**config.mk**
```make
export PLATFORM = sky130hd
export DESIGN_NAME = spi_byte_master
export DESIGN_NICKNAME = d
export VERILOG_FILES = /design/src/rtl/spi_byte_pkg.sv /design/src/rtl/spi_baud_gen.sv /design/src/rtl/spi_shift_core.sv /design/src/rtl/spi_byte_master.sv
export SDC_FILE = /design/constraint.sdc
export NUM_CORES = 1
export LEC_CHECK = 0
export ABC_AREA = 1
export BUFFER_PORTS_ARGS = -buffer_cell sky130_fd_sc_hd__buf_2
export CAP_MARGIN = 20
export CORE_MARGIN = 5
export CORE_UTILIZATION = 35
export CTS_CLUSTER_DIAMETER = 100
export DETAILED_ROUTE_END_ITERATION = 12
export HOLD_SLACK_MARGIN = 0.06
export PLACE_DENSITY = 0.56
export SLEW_MARGIN = 20
export SYNTH_ARGS = -nofsm -noshare
export SYNTH_HDL_FRONTEND = slang
export SYNTH_HIERARCHICAL = 1
export SYNTH_SLANG_ARGS = --single-unit
```
**constraint.sdc**
```tcl
create_clock -name clk -period 4.8 [get_ports clk]
set_clock_uncertainty 0.05 [all_clocks]
set_input_delay 1.44 -clock clk [delete_from_list [all_inputs] [get_ports clk]]
set_output_delay 1.44 -clock clk [all_outputs]
set_load 0.05 [all_outputs]
```
**src/rtl/spi_byte_pkg.sv**
```systemverilog
package spi_byte_pkg;
    localparam int BYTE_W = 8;
    localparam int ADDR_W = 5;

    localparam logic [ADDR_W-1:0] A_CTRL1  = 5'h00;
    localparam logic [ADDR_W-1:0] A_CTRL2  = 5'h01;
    localparam logic [ADDR_W-1:0] A_BAUD   = 5'h04;
    localparam logic [ADDR_W-1:0] A_STATUS = 5'h05;
    localparam logic [ADDR_W-1:0] A_DATA   = 5'h09;
    localparam logic [ADDR_W-1:0] A_PDATA  = 5'h0D;
    localparam logic [ADDR_W-1:0] A_PDIR   = 5'h10;

    // control bit positions
    localparam int C_IE   = 7;
    localparam int C_EN   = 6;
    localparam int C_MST  = 4;
    localparam int C_POL  = 3;
    localparam int C_PHA  = 2;
    localparam int C_SSOE = 1;
    localparam int C_LSB  = 0;

    // port / direction bit positions
    localparam int P_MOSI = 1;
    localparam int P_SCK  = 2;
    localparam int P_SS   = 3;

    typedef struct packed {
        logic [BYTE_W-1:0] ctrl1;
        logic [BYTE_W-1:0] ctrl2;
        logic [BYTE_W-1:0] baud;
        logic [BYTE_W-1:0] pdata;
        logic [BYTE_W-1:0] pdir;
        logic [BYTE_W-1:0] rxbuf;
        logic              spif;
        logic              wcol;
        logic              modf;
        logic              arm_flags;
        logic              arm_fault;
    } regs_t;
endpackage

```
**src/rtl/spi_baud_gen.sv**
```systemverilog
module spi_baud_gen #(
    parameter int PRE_W  = 3,
    parameter int RATE_W = 3
) (
    input  logic              clk,
    input  logic              rst_n,
    input  logic              run,
    input  logic [PRE_W-1:0]  pre,
    input  logic [RATE_W-1:0] rate,
    output logic              tick
);
    localparam int CNT_W = PRE_W + (1 << RATE_W);

    logic [CNT_W-1:0] cnt_d, cnt_q, half_m1;

    always_comb begin
        half_m1 = ((CNT_W'(pre) + CNT_W'(1)) << rate) - CNT_W'(1);
        tick    = run && (cnt_q == half_m1);
        cnt_d   = (!run || tick) ? '0 : cnt_q + CNT_W'(1);
    end

    always_ff @(posedge clk or negedge rst_n) begin
        if (!rst_n) cnt_q <= '0;
        else        cnt_q <= cnt_d;
    end

    assert_cnt_bound_R2: assert property (@(posedge clk) disable iff (!rst_n)
        run |-> cnt_q <= half_m1);
endmodule

```
**src/rtl/spi_shift_core.sv**
```systemverilog
module spi_shift_core #(
    parameter int W = 8
) (
    input  logic         clk,
    input  logic         rst_n,
    input  logic         start,
    input  logic         abort,
    input  logic [W-1:0] tx_byte,
    input  logic         cpol,
    input  logic         cpha,
    input  logic         lsbf,
    input  logic         tick,
    input  logic         miso,
    output logic         busy,
    output logic         done,
    output logic [W-1:0] rx_word,
    output logic         sck,
    output logic         mosi
);
    localparam int EC_W = $clog2(2 * W);
    localparam logic [EC_W-1:0] LAST = EC_W'(2 * W - 1);

    typedef struct packed {
        logic            busy;
        logic            sck;
        logic            mosi;
        logic [EC_W-1:0] edge_n;
        logic [W-1:0]    tx;
        logic [W-1:0]    rx;
    } core_t;

    core_t s_d, s_q;
    logic [W-1:0] load_v;

    always_comb begin
        s_d  = s_q;
        done = 1'b0;
        for (int i = 0; i < W; i++) load_v[i] = lsbf ? tx_byte[W-1-i] : tx_byte[i];
        if (abort) begin
            s_d.busy   = 1'b0;
            s_d.sck    = 1'b0;
            s_d.edge_n = '0;
        end else if (start && !s_q.busy) begin
            s_d.busy   = 1'b1;
            s_d.sck    = 1'b0;
            s_d.edge_n = '0;
            if (!cpha) begin
                s_d.mosi = load_v[W-1];
                s_d.tx   = load_v << 1;
            end else begin
                s_d.tx   = load_v;
            end
        end else if (s_q.busy && tick) begin
            s_d.sck    = ~s_q.sck;
            s_d.edge_n = s_q.edge_n + EC_W'(1);
            if (s_q.edge_n[0] == cpha) begin
                s_d.rx = {s_q.rx[W-2:0], miso};
            end else begin
                s_d.mosi = s_q.tx[W-1];
                s_d.tx   = s_q.tx << 1;
            end
            if (s_q.edge_n == LAST) begin
                s_d.busy = 1'b0;
                done     = 1'b1;
            end
        end
        for (int i = 0; i < W; i++) rx_word[i] = lsbf ? s_d.rx[W-1-i] : s_d.rx[i];
    end

    always_ff @(posedge clk or negedge rst_n) begin
        if (!rst_n) s_q <= '0;
        else        s_q <= s_d;
    end

    assign busy = s_q.busy;
    assign sck  = s_q.sck ^ cpol;
    assign mosi = s_q.mosi;

    assert_sck_idle_R2: assert property (@(posedge clk) disable iff (!rst_n)
        !s_q.busy |-> sck == cpol);
endmodule

```
**src/rtl/spi_byte_master.sv**
```systemverilog
module spi_byte_master
    import spi_byte_pkg::*;
#(
    parameter int PRE_W  = 3,
    parameter int RATE_W = 3
) (
    input  logic              clk,
    input  logic              rst_n,
    input  logic              bus_sel,
    input  logic              bus_wr,
    input  logic [ADDR_W-1:0] bus_addr,
    input  logic [BYTE_W-1:0] bus_wdata,
    output logic [BYTE_W-1:0] bus_rdata,
    input  logic              miso,
    input  logic              ss_sense_n,
    output logic              sck,
    output logic              mosi,
    output logic              ss_n,
    output logic              sck_oe,
    output logic              mosi_oe,
    output logic              ss_oe,
    output logic              irq_done,
    output logic              irq_fault
);
    localparam int RATE_LSB = 0;
    localparam int PRE_LSB  = 4;
    localparam logic [BYTE_W-1:0] BAUD_MASK =
        BYTE_W'(((1 << PRE_W) - 1) << PRE_LSB) | BYTE_W'((1 << RATE_W) - 1);

    regs_t r_d, r_q;
    logic rd_st, rd_dat, wr_dat, wr_c1, enabled, start, coll, fault;
    logic busy, xfer_done, tick;
    logic [BYTE_W-1:0] rx_word;

    spi_baud_gen #(.PRE_W(PRE_W), .RATE_W(RATE_W)) u_baud (
        .clk(clk), .rst_n(rst_n), .run(busy),
        .pre(r_q.baud[PRE_LSB +: PRE_W]), .rate(r_q.baud[RATE_LSB +: RATE_W]),
        .tick(tick)
    );

    spi_shift_core #(.W(BYTE_W)) u_core (
        .clk(clk), .rst_n(rst_n), .start(start), .abort(fault),
        .tx_byte(bus_wdata), .cpol(r_q.ctrl1[C_POL]), .cpha(r_q.ctrl1[C_PHA]),
        .lsbf(r_q.ctrl1[C_LSB]), .tick(tick), .miso(miso),
        .busy(busy), .done(xfer_done), .rx_word(rx_word), .sck(sck), .mosi(mosi)
    );

    always_comb begin
        r_d     = r_q;
        rd_st   = bus_sel && !bus_wr && (bus_addr == A_STATUS);
        rd_dat  = bus_sel && !bus_wr && (bus_addr == A_DATA);
        wr_dat  = bus_sel && bus_wr && (bus_addr == A_DATA);
        wr_c1   = bus_sel && bus_wr && (bus_addr == A_CTRL1);
        enabled = r_q.ctrl1[C_EN] && r_q.ctrl1[C_MST] && !r_q.modf;
        start   = wr_dat && enabled && !busy;
        coll    = wr_dat && busy;
        fault   = !ss_sense_n && enabled && !r_q.ctrl1[C_SSOE];

        if (bus_sel && bus_wr) begin
            case (bus_addr)
                A_CTRL1: r_d.ctrl1 = bus_wdata;
                A_CTRL2: r_d.ctrl2 = bus_wdata;
                A_BAUD:  r_d.baud  = bus_wdata & BAUD_MASK;
                A_PDATA: r_d.pdata = bus_wdata;
                A_PDIR:  r_d.pdir  = bus_wdata;
                default: ;
            endcase
        end
        // first step of each clear sequence
        if (rd_st) begin
            r_d.arm_flags = r_q.spif || r_q.wcol;
            r_d.arm_fault = r_q.modf;
        end
        // second step
        if ((rd_dat || wr_dat) && r_q.arm_flags) begin
            r_d.spif      = 1'b0;
            r_d.wcol      = 1'b0;
            r_d.arm_flags = 1'b0;
        end
        if (wr_c1 && r_q.arm_fault) begin
            r_d.modf      = 1'b0;
            r_d.arm_fault = 1'b0;
        end
        // set events win over clears
        if (xfer_done) begin
            r_d.spif  = 1'b1;
            r_d.rxbuf = rx_word;
        end
        if (coll)  r_d.wcol = 1'b1;
        if (fault) r_d.modf = 1'b1;
        if (r_d.modf) begin
            r_d.ctrl1[C_EN]  = 1'b0;
            r_d.ctrl1[C_MST] = 1'b0;
        end
    end

    always_ff @(posedge clk or negedge rst_n) begin
        if (!rst_n) r_q <= '0;
        else        r_q <= r_d;
    end

    always_comb begin
        case (bus_addr)
            A_CTRL1:  bus_rdata = r_q.ctrl1;
            A_CTRL2:  bus_rdata = r_q.ctrl2;
            A_BAUD:   bus_rdata = r_q.baud;
            A_STATUS: bus_rdata = {r_q.spif, r_q.wcol, 1'b0, r_q.modf, 4'b0000};
            A_DATA:   bus_rdata = r_q.rxbuf;
            A_PDATA:  bus_rdata = r_q.pdata;
            A_PDIR:   bus_rdata = r_q.pdir;
            default:  bus_rdata = '0;
        endcase
    end

    assign ss_n      = r_q.pdata[P_SS];
    assign mosi_oe   = r_q.pdir[P_MOSI];
    assign sck_oe    = r_q.pdir[P_SCK];
    assign ss_oe     = r_q.pdir[P_SS];
    assign irq_done  = r_q.spif && r_q.ctrl1[C_IE];
    assign irq_fault = r_q.modf && r_q.ctrl1[C_IE];

    assert_wcol_cause_R6: assert property (@(posedge clk) disable iff (!rst_n)
        $rose(r_q.wcol) |-> $past(busy));
    assert_spif_cause_R3: assert property (@(posedge clk) disable iff (!rst_n)
        $rose(r_q.spif) |-> $past(busy));
    assert_fault_halts_R9: assert property (@(posedge clk) disable iff (!rst_n)
        r_q.modf |-> !busy);
    assert_fault_forces_R10: assert property (@(posedge clk) disable iff (!rst_n)
        r_q.modf |-> (!r_q.ctrl1[C_EN] && !r_q.ctrl1[C_MST]));
endmodule

```
-- Yosys cells after proc, flatten, opt, wreduce, memory -nomap -nowiden
Cells that the tools add are included.
- bits in registers: 85
- bits of input ports: 19
- word-level logic and storage cells: 135
- $add $sub $neg: 4
- equality and inequality tests: 11
- shifts and indexed selects: 1
- mux-type cells: 50
- bitwise operators: 3
- reduce and logical (&&, ||, !) cells: 47
- operators with widths (operator ; number):
    2-to-1 mux 8 bit ; 8
    case mux 8 bit (7 select lines) ; 1
    2-to-1 mux 39 bit ; 1
    2-to-1 mux 1 bit ; 31
    2-to-1 mux 23 bit ; 1
    logical AND 1 bit ; 20
    2-to-1 mux 15 bit ; 1
    2-to-1 mux 7 bit ; 2
    AND reduction 2 bit ; 7
    nonzero test 2 bit ; 7
    adder 11 x 1 -> 11 bit, second input constant ; 1
    equality test 11 bit ; 1
    2-to-1 mux 11 bit ; 1
    << shifter 11 x 3 -> 11 bit ; 1
    subtractor 11 x 1 -> 11 bit, second input constant ; 1
    equality test 5 x 3 -> 1 bit, second input constant ; 2
    equality test 5 x 4 -> 1 bit, second input constant ; 2
    2-to-1 mux 2 bit ; 3
    nonzero test 3 bit ; 2
    equality test 5 x 1 -> 1 bit, second input constant ; 1
    equality test 5 bit, second input constant ; 1
    zero test 1 bit ; 5
    zero test 5 bit ; 1
    adder 3 x 1 -> 4 bit, second input constant ; 1
    other kinds (11) ; 14

-- Depth between registers and ports, before layout
- depth after elaboration: 10
- depth in mapped cells: 25

-- Modules after synthesis
Netlist, hierarchy kept.
- modules (own cells, without submodules) (module ; times used ; cells each ; area each (µm²) ; seq. area each (µm²)):
    spi_byte_master ; 1 ; 331 ; 2633.8 ; 1276.2
    spi_shift_core ; 1 ; 214 ; 1443.9 ; 575.6
    spi_baud_gen ; 1 ; 201 ; 1272.5 ; 275.3

-- Worst setup path before layout
OpenSTA, ideal clock, no wires.
- kind: input-to-output
- from: input port bus_addr[4]
- to: output port bus_rdata[4]
- arrival: 2.436 ns
- data required time: 3.310 ns
- setup slack: 0.874 ns
- cell stages on the path: 8
- path buffers: 1
- path through: inv_4 > buf_4 > nand3_1 > nor2_2 > nand2_1 > nand2_1 > nor2_1 > nand2_1
- cells in the longest elaborated chain, start to end: 2
- elaborated cells on any way between the ends: 8
- classes of those cells: eq/ne (6); mux (1); reduce/logical (1)
- ends and longest elaborated chain (item ; RTL line ; text):
    from (decl) ; spi_byte_master.sv:11 ; input logic [ADDR_W-1:0] bus_addr,
    equality test 5 bit, or another cell as far along ; spi_byte_master.sv:103 ; case (bus_addr)
    case mux 8 bit (7 select lines) * ; spi_byte_master.sv:103 ;
    to (decl) ; spi_byte_master.sv:13 ; output logic [BYTE_W-1:0] bus_rdata,
Every way passes the cells marked *; elsewhere a longest branch is shown, timed or not.

-- Worst setup path in the final report
- from: input port bus_addr[2]
- to: output port bus_rdata[5]
The elaborated chain is that of the path after synthesis.

==> report_table.html <==
<table>
<tr><th>Metric</th><th>Value</th></tr>
<tr><th colspan="2">Global routing</th></tr>
<tr><td>Total routing usage reported by global routing</td><td>16.11%</td></tr>
<tr><td>Total overflow reported by the global router</td><td>0</td></tr>
<tr><td>Pin count of the biggest net entering global routing</td><td>73</td></tr>
<tr><td>Vias in the first global route</td><td>4,527</td></tr>
<tr><td>First-pass GRT wire length</td><td>22,950 um</td></tr>
<tr><td>Antenna violations before repair</td><td>0</td></tr>
<tr><th colspan="2">Clock tree</th></tr>
<tr><td>CTS tree</td><td>built</td></tr>
<tr><td>Number of clock sinks</td><td>85</td></tr>
<tr><td>Total number of H-tree levels</td><td>3</td></tr>
<tr><td>CTS clk-pin slew, worst paths</td><td>0.07 ns</td></tr>
<tr><td>Number of buffers inserted during clock tree synthesis</td><td>9</td></tr>
<tr><td>Post CTS Setup Buffer Count</td><td>0</td></tr>
<tr><td>Hold-fix buffers at CTS</td><td>0</td></tr>
<tr><td>CTS root buf</td><td>sky130_fd_sc_hd__clkbuf_16</td></tr>
<tr><td>CTS Buffer Depth</td><td>2</td></tr>
<tr><td>Post-cts repair resize count</td><td>0</td></tr>
<tr><td>Worst-Skew Late Latency</td><td>0.36 ns</td></tr>
<tr><th colspan="2">Final layout</th></tr>
<tr><td>Layout cells sized above 1</td><td>16.11%</td></tr>
<tr><td>Cell Count, Final, Fillers Out</td><td>970</td></tr>
<tr><td>Post-layout net count</td><td>800</td></tr>
<tr><td>Inserted Diodes</td><td>0</td></tr>
<tr><td>Fillers</td><td>1,576</td></tr>
<tr><td>Area grow syn2layout</td><td>11.58%</td></tr>
<tr><td>Most frequent cells in the layout</td><td>251 x sky130_fd_sc_hd__nand2_1, 85 x sky130_fd_sc_hd__dfrtp_1, 81 x sky130_fd_sc_hd__nand3_1</td></tr>
<tr><td>Most common cell after layout, fill and taps aside</td><td>sky130_fd_sc_hd__nand2_1</td></tr>
<tr><th colspan="2">Critical path</th></tr>
<tr><td>Crit path kind</td><td>in2out</td></tr>
<tr><td>Startpoint kind of the worst setup timing path</td><td>input port</td></tr>
<tr><td>Capture point of the worst reg-to-reg path</td><td>r_q[12]$_DFFE_PN0P_</td></tr>
<tr><td>Critical-path maximum fanout</td><td>12</td></tr>
<tr><td>Critical path data arrival time</td><td>2.79 ns</td></tr>
<tr><td>Setup crit end kind</td><td>primary output</td></tr>
<tr><td>Data required time of the critical path</td><td>3.31 ns</td></tr>
<tr><td>Worst-case register-to-register setup slack</td><td>1.10 ns</td></tr>
<tr><td>Reg2Reg Depth</td><td>21</td></tr>
<tr><td>Critical R2R Launch</td><td>r_q[33]$_DFFE_PN0P_</td></tr>
<tr><th colspan="2">Synthesis</th></tr>
<tr><td>Sequential element share of the synthesized area</td><td>39.76%</td></tr>
<tr><td>Number of synthesis warnings</td><td>6</td></tr>
<tr><td>Synth Cell Area</td><td>5350 um2</td></tr>
<tr><td>Area contributors post-synth</td><td>sky130_fd_sc_hd__dfrtp_1 40%, sky130_fd_sc_hd__nand2_1 18%, sky130_fd_sc_hd__nand3_1 7.6%, sky130_fd_sc_hd__inv_1 5.5%, sky130_fd_sc_hd__nor2_1 4.1%</td></tr>
<tr><td>Yosys reg bits</td><td>85</td></tr>
<tr><td>Total nets after synthesis</td><td>769</td></tr>
<tr><td>Distinct cell type count after synthesis</td><td>36</td></tr>
<tr><td>Post-Synthesis Cells</td><td>746</td></tr>
<tr><td>Synth top area share</td><td>39.76%</td></tr>
<tr><td>Cell taking the most area after synthesis</td><td>sky130_fd_sc_hd__dfrtp_1</td></tr>
<tr><td>Avg Synthesized Cell Area</td><td>7.172 um2</td></tr>
<tr><th colspan="2">Placed design</th></tr>
<tr><td>Estimated wirelength of the detail-placed design</td><td>10,040 um</td></tr>
<tr><td>Placement Setup Slack</td><td>0.5036 ns</td></tr>
<tr><td>Global placer's final weighted congestion</td><td>0.8588</td></tr>
<tr><td>Cell count after placement</td><td>954</td></tr>
<tr><td>Count of input and output buffers</td><td>34</td></tr>
<tr><th colspan="2">STA</th></tr>
<tr><td>Maximum clock frequency</td><td>233.6 MHz</td></tr>
<tr><td>Unrepaired setup endpoints after global routing</td><td>false</td></tr>
<tr><td>Final critical-path required period</td><td>4.280 ns</td></tr>
<tr><td>Final-layout setup total negative slack</td><td>0 ns</td></tr>
<tr><td>Final number of setup-violating endpoints</td><td>0</td></tr>
<tr><td>Final period utilization</td><td>89.17%</td></tr>
<tr><td>Number of max-slew violations in the final report</td><td>0</td></tr>
<tr><td>Measured slew at the worst slew-check pin</td><td>0.9368 ns</td></tr>
<tr><td>Final worst-path setup slack</td><td>0.5201 ns</td></tr>
<tr><td>Relative slew margins</td><td>37.55%</td></tr>
<tr><td>Final Hold Fails</td><td>0</td></tr>
<tr><th colspan="2">Job</th></tr>
<tr><td>Max-Cap Viols</td><td>0</td></tr>
<tr><th colspan="2">Min path</th></tr>
<tr><td>Hold Path Sink</td><td>u_core/mosi$_DFFE_PN0P_</td></tr>
<tr><td>HP Start</td><td>u_core/mosi$_DFFE_PN0P_</td></tr>
<tr><td>Worst hold path type</td><td>reg2reg</td></tr>
<tr><td>Number of cells on the worst hold path</td><td>2</td></tr>
<tr><th colspan="2">Detailed routing</th></tr>
<tr><td>Initial drt markers</td><td>272</td></tr>
<tr><td>Drt first pass iters</td><td>5</td></tr>
<tr><td>Avg Vias per Cell</td><td>4.729</td></tr>
<tr><td>Number of nets with antenna violations after detailed routing</td><td>0</td></tr>
<tr><td>DR DRC count</td><td>0</td></tr>
<tr><td>Count of vias placed by the detailed router</td><td>4,587</td></tr>
<tr><td>Average routed wire per standard cell</td><td>13.59 um</td></tr>
<tr><td>Wire length reported by the detailed router</td><td>13,190 um</td></tr>
<tr><th colspan="2">Die</th></tr>
<tr><td>Die boundary height</td><td>133.6 um</td></tr>
<tr><td>Number of rows created at floorplan</td><td>45</td></tr>
<tr><td>Floorplan die area</td><td>17,860 um2</td></tr>
<tr><td>Initial core utilization</td><td>35.46%</td></tr>
<tr><td>Floorplan core area</td><td>15,090 um2</td></tr>
<tr><td>Die width</td><td>133.6 um</td></tr>
<tr><td>IO Pins</td><td>35</td></tr>
<tr><th colspan="2">Pwr</th></tr>
<tr><td>Pwr/cell area</td><td>357.3 nW/um2</td></tr>
<tr><td>Max IR drop VDD</td><td>202.0 uV</td></tr>
<tr><td>Static leakage power</td><td>2.999 nW</td></tr>
<tr><th colspan="2">Status</th></tr>
<tr><td>Status</td><td>complete, no violations</td></tr>
</table>
-- worst max path at each step --
stage	from	slack [ns]	end
6_report	bus_addr[2]	0.52	bus_rdata[5]
5_1_grt	bus_addr[1]	0.40	bus_rdata[0]
2_1_floorplan	bus_addr[4]	0.87	bus_rdata[4]
3_5_place_dp	bus_addr[2]	0.50	bus_rdata[2]
3_3_place_gp	bus_addr[2]	0.54	bus_rdata[2]
4_1_cts	bus_addr[2]	0.50	bus_rdata[2]
-- report_power, final --
group          internal (mW)  switching [mW]  total (mW)
sequential             0.778          0.0620       0.841
clock                  0.464           0.312       0.776
combinational          0.166           0.350       0.516
-- cells in the mapped netlist (all sizes together) --
| cell type | count |
|---|---|
| dfrtp | 85 |
| nor2 | 85 |
| nor4 | 1 |
| nand3b | 1 |
| o21ai | 59 |
| xnor2 | 7 |
| o22ai | 1 |
| inv | 85 |
| buf | 16 |
| nor3 | 3 |
| nand2 | 271 |
| nand4 | 8 |
| nand3 | 90 |
| a21oi | 5 |
| or2 | 3 |
| ha | 4 |
| clkinv | 1 |
| clkbuf | 1 |
| xor2 | 10 |
| and2 | 8 |
| o21a | 2 |
-- sequential cells by signal, summed over array words and instances, names as in the netlist --
name and flops:
u_core/s_q 21, u_baud/cnt_q 11, sck_oe 1, r_q 47, mosi_oe 1, u_core/mosi 1, u_core/busy 1, ss_n 1
ss_oe 1
-- critical path, cell delays in order --
cell                      delay [ns]
sky130_fd_sc_hd__buf_2          0.13
sky130_fd_sc_hd__nor2_4         0.34
sky130_fd_sc_hd__nand2_4        0.12
sky130_fd_sc_hd__nor2_8         0.18
sky130_fd_sc_hd__nand2_1        0.08
sky130_fd_sc_hd__o21ai_0        0.08
sky130_fd_sc_hd__nor2_1         0.06
sky130_fd_sc_hd__nand2_1        0.09
sky130_fd_sc_hd__buf_2          0.27
-- routing by layer --
| layer | wire length, um | track usage, % |
|---|---|---|
| met5 | 0 | 0 |
| met4 | 260 | 5.029 |
| met3 | 608 | 4.343 |
| met2 | 5750 | 24.44 |
| met1 | 6566 | 22.44 |
-- logic make-up (layout without fill, tap and decap cells) --
family | Yosys count | in the layout | share of synthesized area, %
AOI/OAI and AO/OA | 67 | 67 | 6.946
xor gates and xnor gates | 17 | 17 | 2.783
adders and majority gates | 4 | 4 | 0.9355
buffers and inverters | 103 | 139 | 8.723
DFF | 85 | 85 | 39.76
and+or+nand+nor | 470 | 470 | 40.86
-- per-stage QoR --
| stage | instance area, um2 | hold WS [ns] | power [mW] | utilization [%] |
|---|---|---|---|---|
| finish | 5969 | 0.4213 | 2.133 | 39.56 |
| global placement | 5639 | 0.4101 | 1.369 | 37.37 |
| global route | 5969 | 0.4443 | 2.277 | 39.56 |
| detailed placement | 5639 | 0.4131 | 1.371 | 37.37 |
| CTS | 5969 | 0.4285 | 2.161 | 39.56 |
| floorplan | 5350 | 0.3925 | 1.246 | - |
-- final cells by class --
cell class              instances  area (um2)  area share [%]
multi-input cells             558        2756           46.17
flip-flops and latches         85        2127           35.63
inverters                      86       325.3           5.450
well taps                     188       235.2           3.940
clock buffers                   9       225.2           3.773
repair buffers                 37       195.2           3.270
clock inverters                 7       105.1           1.761
(Power assumes the default switching activity.)
